`src/rtl/cm_regs_pkg.sv`:
```
// Package: shared constants and build-time helpers for the core module
// register bank. Assumes a 32-bit data path and word-indexed registers.
package cm_regs_pkg;

    localparam int IDX_IDENT    = 0;
    localparam int IDX_PROC     = 1;
    localparam int IDX_OSC      = 2;
    localparam int IDX_CTRL     = 3;
    localparam int IDX_STAT     = 4;
    localparam int IDX_LOCK     = 5;
    localparam int IDX_AUX      = 7;
    localparam int IDX_SDRAM    = 8;
    localparam int IDX_INIT     = 9;
    localparam int IDX_REFCNT   = 10;
    localparam int IDX_FLAG_SET = 12;
    localparam int IDX_FLAG_CLR = 13;
    localparam int IDX_NVF_SET  = 14;
    localparam int IDX_NVF_CLR  = 15;

    localparam logic [31:0] IDENT_WORD  = 32'h411A_3001;
    localparam logic [31:0] STAT_WORD   = 32'h0010_0000;
    localparam logic [15:0] UNLOCK_KEY  = 16'hA05F;
    localparam logic [31:0] OSC_RST     = 32'h0100_0048;
    localparam logic [31:0] AUX_RST     = 32'h0007_FEFF;
    localparam logic [31:0] SDRAM_BASE  = 32'h0001_1122;
    localparam logic [31:0] INIT_RST    = 32'h0000_0112;

    localparam int PRESENCE_LO = 'h100;
    localparam int PRESENCE_HI = 'h180;

    // Size code merged into the SDRAM word from the installed memory size.
    function automatic logic [31:0] sdram_size_code(input int mb);
        if (mb >= 256)     return 32'h10;
        else if (mb >= 128) return 32'h0C;
        else if (mb >= 64)  return 32'h08;
        else if (mb >= 32)  return 32'h04;
        else               return 32'h00;
    endfunction

    // Density byte of the presence table for the installed memory size.
    function automatic logic [7:0] presence_density(input int mb);
        if (mb >= 256)     return 8'd64;
        else if (mb >= 128) return 8'd32;
        else if (mb >= 64)  return 8'd16;
        else if (mb >= 32)  return 8'd4;
        else               return 8'd2;
    endfunction

    // Presence byte k of the memory-module table; byte 31 is the density.
    function automatic logic [7:0] presence_byte(input logic [4:0] k,
                                                 input logic [7:0] density);
        case (k)
            5'd0:  return 8'd128;
            5'd1:  return 8'd8;
            5'd2:  return 8'd4;
            5'd3:  return 8'd11;
            5'd4:  return 8'd9;
            5'd5:  return 8'd1;
            5'd6:  return 8'd64;
            5'd8:  return 8'd2;
            5'd9:  return 8'hA0;
            5'd10: return 8'hA0;
            5'd13: return 8'd8;
            5'd15: return 8'd1;
            5'd16: return 8'h0E;
            5'd17: return 8'd4;
            5'd18: return 8'h1C;
            5'd19: return 8'd1;
            5'd20: return 8'd2;
            5'd21: return 8'h20;
            5'd22: return 8'hC0;
            5'd27: return 8'h30;
            5'd28: return 8'h28;
            5'd29: return 8'h30;
            5'd30: return 8'h28;
            5'd31: return density;
            default: return 8'd0;
        endcase
    endfunction

endpackage

```
`src/rtl/cm_key_lock.sv`:
```
// Module: key lock register and the two oscillator words it guards.
// Assumes write strobes are already decoded. A guarded word takes a write
// only while the lock holds the unlock key.
module cm_key_lock
    import cm_regs_pkg::*;
#(
    parameter int KEY_W  = 16,
    parameter int DATA_W = 32
) (
    input  logic              clk,
    input  logic              rst_n,
    input  logic              lock_we,
    input  logic [1:0]        word_we,
    input  logic [DATA_W-1:0] wdata,
    output logic [KEY_W-1:0]  lock_q,
    output logic              lock_open,
    output logic [DATA_W-1:0] osc_q,
    output logic [DATA_W-1:0] aux_q
);

    logic [DATA_W-1:0] word_q [2];

    // Purpose: hold the low half of the last lock write.
    always_ff @(posedge clk) begin
        if (!rst_n)       lock_q <= '0;
        else if (lock_we) lock_q <= wdata[KEY_W-1:0];
    end

    assign lock_open = (lock_q == UNLOCK_KEY);

    for (genvar g = 0; g < 2; g++) begin : g_guard
        localparam logic [DATA_W-1:0] RST_VAL = (g == 0) ? OSC_RST : AUX_RST;
        // Purpose: update one guarded word only while the key is present.
        always_ff @(posedge clk) begin
            if (!rst_n)                       word_q[g] <= RST_VAL;
            else if (word_we[g] && lock_open) word_q[g] <= wdata;
        end
    end

    assign osc_q = word_q[0];
    assign aux_q = word_q[1];

endmodule

```
`src/rtl/cm_setclr_bank.sv`:
```
// Module: one flag word updated through a set strobe and a clear strobe.
// Assumes the two strobes never fire together; if they do, set wins.
module cm_setclr_bank #(
    parameter int W = 32
) (
    input  logic         clk,
    input  logic         rst_n,
    input  logic         set_we,
    input  logic         clr_we,
    input  logic [W-1:0] wdata,
    output logic [W-1:0] flags_q
);

    // Purpose: OR data into the word on set, remove data bits on clear.
    always_ff @(posedge clk) begin
        if (!rst_n)      flags_q <= '0;
        else if (set_we) flags_q <= flags_q | wdata;
        else if (clr_we) flags_q <= flags_q & ~wdata;
    end

endmodule

```
`src/rtl/cm_ref_counter.sv`:
```
// Module: free-running reference counter behind a clock prescaler.
// Assumes DIV >= 1. The count advances once every DIV clock cycles from
// reset and wraps at its width.
module cm_ref_counter #(
    parameter int DIV   = 10,
    parameter int CNT_W = 32
) (
    input  logic             clk,
    input  logic             rst_n,
    output logic [CNT_W-1:0] count_q
);

    localparam int PRE_W = (DIV > 1) ? $clog2(DIV) : 1;
    localparam logic [PRE_W-1:0] PRE_LAST = PRE_W'(DIV - 1);

    logic [PRE_W-1:0] pre_q;
    logic             tick;

    assign tick = (pre_q == PRE_LAST);

    // Purpose: divide the block clock down to the reference rate.
    always_ff @(posedge clk) begin
        if (!rst_n)    pre_q <= '0;
        else if (tick) pre_q <= '0;
        else           pre_q <= pre_q + 1'b1;
    end

    // Purpose: count reference ticks.
    always_ff @(posedge clk) begin
        if (!rst_n)    count_q <= '0;
        else if (tick) count_q <= count_q + 1'b1;
    end

endmodule

```
`src/rtl/cm_ctrl_unit.sv`:
```
// Module: control register bits and the reset request pulse.
// Assumes ctrl_we is a decoded write strobe. The reset bit is never stored.
module cm_ctrl_unit (
    input  logic clk,
    input  logic rst_n,
    input  logic ctrl_we,
    input  logic led_bit,
    input  logic remap_bit,
    input  logic reset_bit,
    output logic led_q,
    output logic remap_q,
    output logic reset_pulse
);

    // Purpose: keep the LED and remap bits from the last control write.
    always_ff @(posedge clk) begin
        if (!rst_n) begin
            led_q   <= 1'b0;
            remap_q <= 1'b0;
        end else if (ctrl_we) begin
            led_q   <= led_bit;
            remap_q <= remap_bit;
        end
    end

    // Purpose: turn a reset-bit write into a single-cycle request.
    always_ff @(posedge clk) begin
        if (!rst_n) reset_pulse <= 1'b0;
        else        reset_pulse <= ctrl_we & reset_bit;
    end

endmodule

```
`src/rtl/cm_ctrl_regs.sv`:
```
// Module: core module control register file (top). It decodes word-indexed
// register accesses, holds the plain words and builds the combinational read
// word. Assumes ADDR_W >= 9 so that the presence window fits.
module cm_ctrl_regs
    import cm_regs_pkg::*;
#(
    parameter int ADDR_W  = 9,
    parameter int MEM_MB  = 128,
    parameter int REF_DIV = 10
) (
    input  logic              clk,
    input  logic              rst_n,
    input  logic [ADDR_W-1:0] bus_addr,
    input  logic              bus_we,
    input  logic [31:0]       bus_wdata,
    output logic [31:0]       bus_rdata,
    output logic              remap_o,
    output logic              led_o,
    output logic              reset_req_o
);

    localparam int DATA_W = 32;
    localparam int NFLAG  = 2;
    localparam logic [DATA_W-1:0] SDRAM_RST = SDRAM_BASE | sdram_size_code(MEM_MB);
    localparam logic [7:0]        DENSITY   = presence_density(MEM_MB);

    logic [ADDR_W-1:0] word_sel;
    logic              in_presence;
    logic [15:0]       lock_val;
    logic              lock_open;
    logic [31:0]       osc_val;
    logic [31:0]       aux_val;
    logic [31:0]       ref_count;
    logic [31:0]       sdram_q;
    logic [31:0]       init_q;
    logic [31:0]       flag_val [NFLAG];
    logic [NFLAG-1:0]  flag_set_we;
    logic [NFLAG-1:0]  flag_clr_we;
    logic              led_q;
    logic              remap_q;

    assign word_sel    = bus_addr >> 2;
    assign in_presence = (int'(bus_addr) >= PRESENCE_LO) && (int'(bus_addr) < PRESENCE_HI);

    // Purpose: report whether a write hits register index i.
    function automatic logic wr_hit(input logic [ADDR_W-1:0] sel, input int i);
        return bus_we && (sel == ADDR_W'(i));
    endfunction

    cm_key_lock #(.KEY_W(16), .DATA_W(DATA_W)) u_lock (
        .clk       (clk),
        .rst_n     (rst_n),
        .lock_we   (wr_hit(word_sel, IDX_LOCK)),
        .word_we   ({wr_hit(word_sel, IDX_AUX), wr_hit(word_sel, IDX_OSC)}),
        .wdata     (bus_wdata),
        .lock_q    (lock_val),
        .lock_open (lock_open),
        .osc_q     (osc_val),
        .aux_q     (aux_val)
    );

    assign flag_set_we[0] = wr_hit(word_sel, IDX_FLAG_SET);
    assign flag_clr_we[0] = wr_hit(word_sel, IDX_FLAG_CLR);
    assign flag_set_we[1] = wr_hit(word_sel, IDX_NVF_SET);
    assign flag_clr_we[1] = wr_hit(word_sel, IDX_NVF_CLR);

    for (genvar f = 0; f < NFLAG; f++) begin : g_flags
        cm_setclr_bank #(.W(DATA_W)) u_bank (
            .clk     (clk),
            .rst_n   (rst_n),
            .set_we  (flag_set_we[f]),
            .clr_we  (flag_clr_we[f]),
            .wdata   (bus_wdata),
            .flags_q (flag_val[f])
        );
    end

    cm_ref_counter #(.DIV(REF_DIV), .CNT_W(DATA_W)) u_refcnt (
        .clk     (clk),
        .rst_n   (rst_n),
        .count_q (ref_count)
    );

    cm_ctrl_unit u_ctrl (
        .clk         (clk),
        .rst_n       (rst_n),
        .ctrl_we     (wr_hit(word_sel, IDX_CTRL)),
        .led_bit     (bus_wdata[0]),
        .remap_bit   (bus_wdata[2]),
        .reset_bit   (bus_wdata[3]),
        .led_q       (led_q),
        .remap_q     (remap_q),
        .reset_pulse (reset_req_o)
    );

    assign led_o   = led_q;
    assign remap_o = remap_q;

    // Purpose: hold the freely writable SDRAM and init words.
    always_ff @(posedge clk) begin
        if (!rst_n) begin
            sdram_q <= SDRAM_RST;
            init_q  <= INIT_RST;
        end else begin
            if (wr_hit(word_sel, IDX_SDRAM)) sdram_q <= bus_wdata;
            if (wr_hit(word_sel, IDX_INIT))  init_q  <= bus_wdata;
        end
    end

    // Purpose: select the read word for the addressed register or window.
    always_comb begin
        bus_rdata = '0;
        if (in_presence) begin
            bus_rdata = {24'd0, presence_byte(word_sel[4:0], DENSITY)};
        end else begin
            case (word_sel)
                ADDR_W'(IDX_IDENT):    bus_rdata = IDENT_WORD;
                ADDR_W'(IDX_OSC):      bus_rdata = osc_val;
                ADDR_W'(IDX_CTRL):     bus_rdata = {29'd0, remap_q, 1'b0, led_q};
                ADDR_W'(IDX_STAT):     bus_rdata = STAT_WORD;
                ADDR_W'(IDX_LOCK):     bus_rdata = {15'd0, lock_open, lock_val};
                ADDR_W'(IDX_AUX):      bus_rdata = aux_val;
                ADDR_W'(IDX_SDRAM):    bus_rdata = sdram_q;
                ADDR_W'(IDX_INIT):     bus_rdata = init_q;
                ADDR_W'(IDX_REFCNT):   bus_rdata = ref_count;
                ADDR_W'(IDX_FLAG_SET): bus_rdata = flag_val[0];
                ADDR_W'(IDX_NVF_SET):  bus_rdata = flag_val[1];
                default:               bus_rdata = '0;
            endcase
        end
    end

endmodule

```
`config.mk`:
```
export PLATFORM = sky130hd
export DESIGN_NAME = cm_ctrl_regs
export DESIGN_NICKNAME = d
export VERILOG_FILES = /design/src/rtl/cm_regs_pkg.sv /design/src/rtl/cm_key_lock.sv /design/src/rtl/cm_setclr_bank.sv /design/src/rtl/cm_ref_counter.sv /design/src/rtl/cm_ctrl_unit.sv /design/src/rtl/cm_ctrl_regs.sv
export SDC_FILE = /design/constraint.sdc
export NUM_CORES = 1
export LEC_CHECK = 0
export BUFFER_PORTS_ARGS = -buffer_cell sky130_fd_sc_hd__buf_2
export CORE_ASPECT_RATIO = 1.2
export CORE_MARGIN = 2
export CORE_UTILIZATION = 55
export DETAILED_ROUTE_END_ITERATION = 8
export GPL_TIMING_DRIVEN = 1
export HOLD_SLACK_MARGIN = 0.12
export PLACE_DENSITY = 0.72
export SYNTH_ARGS = -nofsm -noshare
export SYNTH_HDL_FRONTEND = slang
export SYNTH_SLANG_ARGS = --single-unit
```
`constraint.sdc`:
```
create_clock -name clk -period 6.2 [get_ports clk]
set_input_delay 0.31 -clock clk [delete_from_list [all_inputs] [get_ports clk]]
set_output_delay 0.31 -clock clk [all_outputs]
set_load 0.01 [all_outputs]
```
Word level (Yosys, flattened, before mapping)

Memory sizes are Yosys's and may differ from the RTL's.
Index checks and enable logic that the tools add are counted.

RAM bits: 64
Memories kept: 2
Register bits: 183
Bits of input ports: 44
ROM bits: 256

Memory list:

| name             | words | width | rd ports | clocked after memory_dff | write ports | RTL line          | text |
|---|---|---|---|---|---|---|---|
| (name not given) | 32    | 8     | 1        | 0                        | 0           | cm_regs_pkg.sv:52 | `case (k)` |
| u_lock.word_q    | 2     | 32    | 2        | 0                        | 2           | cm_key_lock.sv:21 | `logic [DATA_W-1:0] word_q [2];` |

Bitwise operators: 9
Reduce and logical (&&, ||, !) cells: 17
Equality and inequality tests: 14
Muxes and demuxes: 15
$lt $le $gt $ge: 2
Add/subtract/negate cells: 2

Operator list:

| operator                                                         | count |
|---|---|
| 32-bit one-hot mux with 11 select lines                          | 1 |
| 32-bit two-way mux                                               | 7 |
| 32-bit AND                                                       | 2 |
| 32-bit OR                                                        | 2 |
| 7-bit by 4-bit == test with 1-bit output (second input constant) | 7 |
| 32-bit by 1-bit adder with 32-bit output (second input constant) | 1 |
| 32-bit inverter                                                  | 1 |
| 7-bit by 3-bit == test with 1-bit output (second input constant) | 3 |
| 16-bit == test (second input constant)                           | 1 |
| 7-bit by 2-bit == test with 1-bit output (second input constant) | 2 |
| 1-bit logical AND                                                | 13 |
| 9-bit >= comparator (second input constant)                      | 1 |
| 9-bit zero test                                                  | 1 |
| 9-bit less-than comparator (second input constant)               | 1 |
| 1-bit two-way mux                                                | 7 |
| 4-bit by 1-bit adder with 4-bit output (second input constant)   | 1 |
| 4-bit == test (second input constant)                            | 1 |
| 2-bit nonzero test                                               | 2 |
| 1-bit OR                                                         | 2 |
| 2-bit OR reduction                                               | 1 |
| 1-bit AND                                                        | 1 |
| 1-bit inverter                                                   | 1 |

Logic depth before layout (Yosys ltp)

Depth after elaboration: 7
Gate-level depth with buffers: 10
Mapped depth without buffers: 7

Cells and area by module

Synthesis repeated with hierarchy kept, for this count alone.

Cells, all modules: 1328
Area total of the unflattened synthesis: 12215.5 sq um

Modules (own cells, without submodules):

| module         | instances | cells an instance | area each (sq um) |
|---|---|---|---|
| cm_ctrl_regs   | 1         | 583               | 4439.3 |
| cm_key_lock    | 1         | 257               | 3279.4 |
| cm_setclr_bank | 2         | 141               | 1346.3 |
| cm_ref_counter | 1         | 198               | 1704.1 |
| cm_ctrl_unit   | 1         | 8                 | 100.1 |

Worst setup path before layout

Ideal clock, no wire load.

Kind: input-to-reg
Start point: input port bus_addr[2]
End point: memory u_lock.word_q[0][0], enable pin
Slack: 3631 ps
Arrival: 2180 ps
Library setup time: 389 ps
Cell stages on the path: 9
Data required time: 5811 ps
Path through: inv_1 > ha_1 > clkbuf_1 > and3_1 > clkbuf_1 > buf_2 > buf_2 > nand2_1 > nand2_1

RTL lines:

| element     | RTL line           | text |
|---|---|---|
| from (decl) | cm_ctrl_regs.sv:13 | `input logic [ADDR_W-1:0] bus_addr,` |
| to (decl)   | cm_key_lock.sv:21  |  |

Final worst setup path

Start point: input port bus_addr[4]
End point: output port bus_rdata[2]

Longest elaborated chain between the ends: 3
Elaborated cells between the ends (all ways): 17
Those cells by class: 2 x order compare; 10 x eq/ne; 2 x mux; 2 x reduce/logical; 1 x memory

RTL lines:

| element                                                                      | RTL line                                | text |
|---|---|---|
| 9-bit >= comparator, or another cell as far along                            | cm_ctrl_regs.sv:43                      | `assign in_presence = (int'(bus_addr) >= PRESENCE_LO) && (int'(bus_addr) < PRESENCE_HI);` |
| 1-bit logical AND or 32-bit one-hot mux with 11 select lines (tied branches) | cm_ctrl_regs.sv:43, cm_ctrl_regs.sv:116 |  |
| 32-bit two-way mux (*)                                                       | cm_ctrl_regs.sv:113                     | `if (in_presence) begin` |
| to (decl)                                                                    | cm_ctrl_regs.sv:16                      | `output logic [31:0] bus_rdata,` |

Mark *: on every way between the ends. The rest lies on a longest branch, timed or not.

==> impl_metrics.xml <==
<?xml version="1.0" encoding="UTF-8"?>
<metrics>
  <group name="route">
    <metric name="vias" unit="">9605</metric>
    <metric name="drt_pre_antenna_iters" unit="">5</metric>
    <metric name="wl_per_cell" unit="µm">21.5</metric>
    <metric name="drt.antenna.violating_nets" unit="">0</metric>
    <metric name="initialDrtViolationCount" unit="">1109</metric>
    <metric name="via_per_inst" unit="">6.30</metric>
    <metric name="drt_wl_total" unit="mm">32.9</metric>
    <metric name="remaining_drc_errors" unit="">0</metric>
  </group>
  <group name="global_routing">
    <metric name="grt_start_max_net_pins" unit="">89</metric>
    <metric name="initial_antenna_violation_count" unit="">0</metric>
    <metric name="grt_pass1_wl" unit="mm">51.4</metric>
    <metric name="globalRouteTotalUtil" unit="%">30.4</metric>
    <metric name="globalRouteOverflowTotal" unit="">0</metric>
    <metric name="via_count_of_the_first_global_routing_pass" unit="">9115</metric>
  </group>
  <group name="layout">
    <metric name="area_delta_synth_final" unit="%">13.8</metric>
    <metric name="num_antenna_cells" unit="">0</metric>
    <metric name="final_cell_mix" unit="">200 x nand2_1, 183 x dfxtp_1, 145 x a21oi_1</metric>
    <metric name="final_common_cell" unit="">nand2_1</metric>
    <metric name="design_area" unit="µm²">12500</metric>
    <metric name="fraction_of_layout_cells_with_a_size_suffix_above_1" unit="%">12.0</metric>
    <metric name="fin_cells" unit="">1525</metric>
    <metric name="final_net_count" unit="">1297</metric>
  </group>
  <group name="clocking">
    <metric name="cts_resized" unit="">0</metric>
    <metric name="numCtsBuffers" unit="">25</metric>
    <metric name="worst_setup_hold_path_clk_slew" unit="ps">60</metric>
    <metric name="buffer_cell_driving_the_clock_tree_root" unit="">clkbuf_16</metric>
    <metric name="clkLatencyLatePin" unit="ps">530</metric>
    <metric name="tritoncts" unit="">yes</metric>
    <metric name="cts.repair_timing.setup_buffer_count" unit="">0</metric>
    <metric name="maximum_buffer_depth_of_the_clock_tree" unit="">3</metric>
    <metric name="tritoncts_num_sinks" unit="">247</metric>
    <metric name="cts_hold_repair.buffers" unit="">29</metric>
    <metric name="h-tree-depth" unit="">1</metric>
  </group>
  <group name="timing">
    <metric name="timing.fmax" unit="MHz">285</metric>
    <metric name="layout_setup_ws" unit="ps">2690</metric>
    <metric name="finalHoldViolations" unit="">0</metric>
    <metric name="timing.final.max_slew_violations" unit="">0</metric>
    <metric name="worst_slew_pin_slew" unit="ps">1100</metric>
    <metric name="setup_viol" unit="">0</metric>
    <metric name="finalCriticalPeriod" unit="ps">3510</metric>
    <metric name="timing.clock.skew" unit="ps">16.2</metric>
    <metric name="period_share" unit="%">56.5</metric>
    <metric name="slew-limit-headroom" unit="%">26.3</metric>
    <metric name="grt_setup_unrepaired" unit="">false</metric>
    <metric name="setup_total_negative_slack" unit="ps">0</metric>
    <metric name="fin_worst_hold_slack" unit="ps">128</metric>
  </group>
  <group name="power">
    <metric name="worst_ir_drop_vdd" unit="mV">0.310</metric>
    <metric name="power.internal" unit="µW">2570</metric>
    <metric name="seq_power_share" unit="%">50.6</metric>
    <metric name="pwr_density_cell" unit="nW/µm²">263</metric>
    <metric name="switching_power" unit="µW">737</metric>
    <metric name="switching_share" unit="%">22.3</metric>
    <metric name="clock_power_share" unit="%">44.6</metric>
    <metric name="total_leakage_power" unit="µW">0.00452</metric>
    <metric name="power_frac_comb" unit="%">4.8</metric>
  </group>
  <group name="critical_path">
    <metric name="cp_data_arrival_time" unit="ps">3200</metric>
    <metric name="worst_setup_path_start_kind" unit="">primary input</metric>
    <metric name="r2r-end" unit="">u_lock.word_q[0][0]$_SDFFCE_PN0P_</metric>
    <metric name="critPathCaptureType" unit="">primary output</metric>
    <metric name="r2r_cells" unit="">6</metric>
    <metric name="timing.critical_path.to" unit="">bus_rdata[2]</metric>
    <metric name="timing.reg2reg.setup_slack" unit="ps">3500</metric>
    <metric name="standard_cell_with_the_maximum_stage_delay_on_the_critical_path" unit="">and3_1</metric>
    <metric name="crit_chain" unit="">buf_2, nor2b_1, and3_1, buf_4, a22oi_1, nand3_1, a211o_1, buf_2</metric>
    <metric name="path_class" unit="">in2out</metric>
    <metric name="critPathRequiredTime" unit="ps">5890</metric>
    <metric name="cp-startpoint" unit="">bus_addr[4]</metric>
    <metric name="crit_top_cell" unit="">buf_2</metric>
    <metric name="worst_path_largest_cell_delay" unit="ps">670</metric>
    <metric name="cp_max_fo" unit="">25</metric>
    <metric name="reg2reg_from" unit="">u_lock.lock_q[12]$_SDFFE_PN0P_</metric>
  </group>
  <group name="yosys">
    <metric name="synth_seq_cells" unit="">247</metric>
    <metric name="synth_edf_count" unit="">64</metric>
    <metric name="synth.distinct_cells" unit="">54</metric>
    <metric name="synthesis.instances" unit="">1204</metric>
    <metric name="synth_fp_nets" unit="">1256</metric>
    <metric name="netlist_area" unit="µm²">11000</metric>
    <metric name="synth-seq-area-share" unit="%">50.7</metric>
    <metric name="syn-mean-instance-area" unit="µm²">9.16</metric>
    <metric name="yosysWarnings" unit="">0</metric>
    <metric name="ys_dominant_reg_cell" unit="">dfxtp_1</metric>
    <metric name="postSynth.asyncResetShare" unit="%">0</metric>
  </group>
  <group name="placement">
    <metric name="dpl.hpwl" unit="mm">19.4</metric>
    <metric name="place_inst" unit="">1450</metric>
    <metric name="dpl_worst_slack" unit="ps">2720</metric>
    <metric name="gp_congestion" unit="">0.833</metric>
    <metric name="placed_inst_area" unit="µm²">11500</metric>
    <metric name="io_buffer_count" unit="">76</metric>
  </group>
  <group name="floorplanning">
    <metric name="initial_utilization" unit="%">56.2</metric>
    <metric name="total_number_of_placement_rows" unit="">56</metric>
    <metric name="chipHeight" unit="µm">159</metric>
    <metric name="core_region_area" unit="µm²">19600</metric>
    <metric name="die_w" unit="µm">133</metric>
    <metric name="design.die.area" unit="µm²">21200</metric>
    <metric name="io-pin-count" unit="">79</metric>
  </group>
  <group name="job">
    <metric name="cap_violations" unit="">0</metric>
  </group>
  <group name="run_status">
    <metric name="run_status" unit="">completed</metric>
  </group>
  <group name="min_path">
    <metric name="worstHoldPathType" unit="">in2reg</metric>
  </group>
</metrics>
[metrics by stage]
step | utilization, % | power [µW]
6_report | 64.0 | 3300
5_1_grt | 64.0 | 3390
4_1_cts | 64.0 | 3310
3_5_place_dp | 58.4 | 1850
3_3_place_gp | 58.4 | 1850
2_1_floorplan | - | 1790
[layout make-up]
cell class,count,area (µm²)
fillers,1675,7070
flip-flops and latches,247,5590
multi-input cells,835,4960
repair buffers,127,836
clock buffers,40,773
well taps,261,327
inverters,9,36.3
clock inverters,6,33.8
[how the worst min path moves through the flow]
stage                     depth (start not counted)                      from  slack, ps                             to
after floorplan                                   1             bus_wdata[16]        410                       register
after global placement                            2  sdram_q[13]$_SDFFE_PN0P_        440       sdram_q[13]$_SDFFE_PN0P_
after detailed placement                          2  sdram_q[13]$_SDFFE_PN0P_        440       sdram_q[13]$_SDFFE_PN0P_
after CTS                                         3              bus_wdata[3]        120  u_ctrl.reset_pulse$_SDFF_PN0_
after global routing                              3              bus_wdata[5]        140  u_lock.lock_q[5]$_SDFFE_PN0P_
final                                             3              bus_wdata[3]        130  u_ctrl.reset_pulse$_SDFF_PN0_
[power groups by stage]
stage | combinational [µW] | sequential [µW] | clock, µW
after global routing | 169 | 1670 | 1550
after floorplan | 83.2 | 1710 | 0
after CTS | 156 | 1670 | 1480
final | 159 | 1670 | 1470
after detailed placement | 141 | 1710 | 0
after global placement | 139 | 1710 | 0
[worst max-delay path: cells and delay by family]
kind            cells  cell delay [ps]
compound gates      2              280
simple gates        3             1480
buf+inv             3             1110
[metal layers]
metal / global-route usage, % / up-vias / part of all wire (%) / wire, µm
met4: 11.3 / 0 / 3.3 / 1070
li1: - / 4425 / - / -
met1: 41.1 / 4631 / 40 / 13300
met5: 0 / - / 0 / 0
met3: 4.49 / 84 / 8.8 / 2880
met2: 49.6 / 465 / 48 / 15600
[synth_stat cells, types with 3 or more instances]
master	instances	area [µm²]
nand2_1	200	751
dfxtp_1	183	3660
a21oi_1	145	726
clkbuf_1	71	267
a211oi_1	65	488
edfxtp_1	64	1920
nand3_1	61	305
a22oi_1	59	443
nor2_1	55	206
and2_1	45	282
buf_2	34	170
nand2b_1	28	175
a222oi_1	20	200
mux2i_1	18	180
xor2_1	17	149
a221oi_1	15	131
and3_1	15	93.8
nand4_1	13	81.3
inv_1	9	33.8
xnor2_1	9	78.8
ha_1	8	100
o21ai_0	8	40.0
and4_1	5	43.8
buf_1	5	18.8
nor2b_1	4	25.0
nor3b_1	4	30.0
a32o_1	3	30.0
clkbuf_2	3	15.0
nor4_1	3	18.8
[logic make-up (layout without fill, tap and decap cells)]
family                   after synthesis  after routing  synth area share (%)
AND/OR/NAND/NOR                      453            453                  20.3
adder cells (fa/ha/maj)                8              8                 0.908
flip-flops                           247            247                  50.7
buffers and inverters                122            182                  4.57
AO/OA/AOI/OAI                        328            328                  19.6
XOR/XNOR                              26             26                  2.07
multiplexers                          20             20                  1.84
No activity file was read; power rests on OpenSTA's default activity.
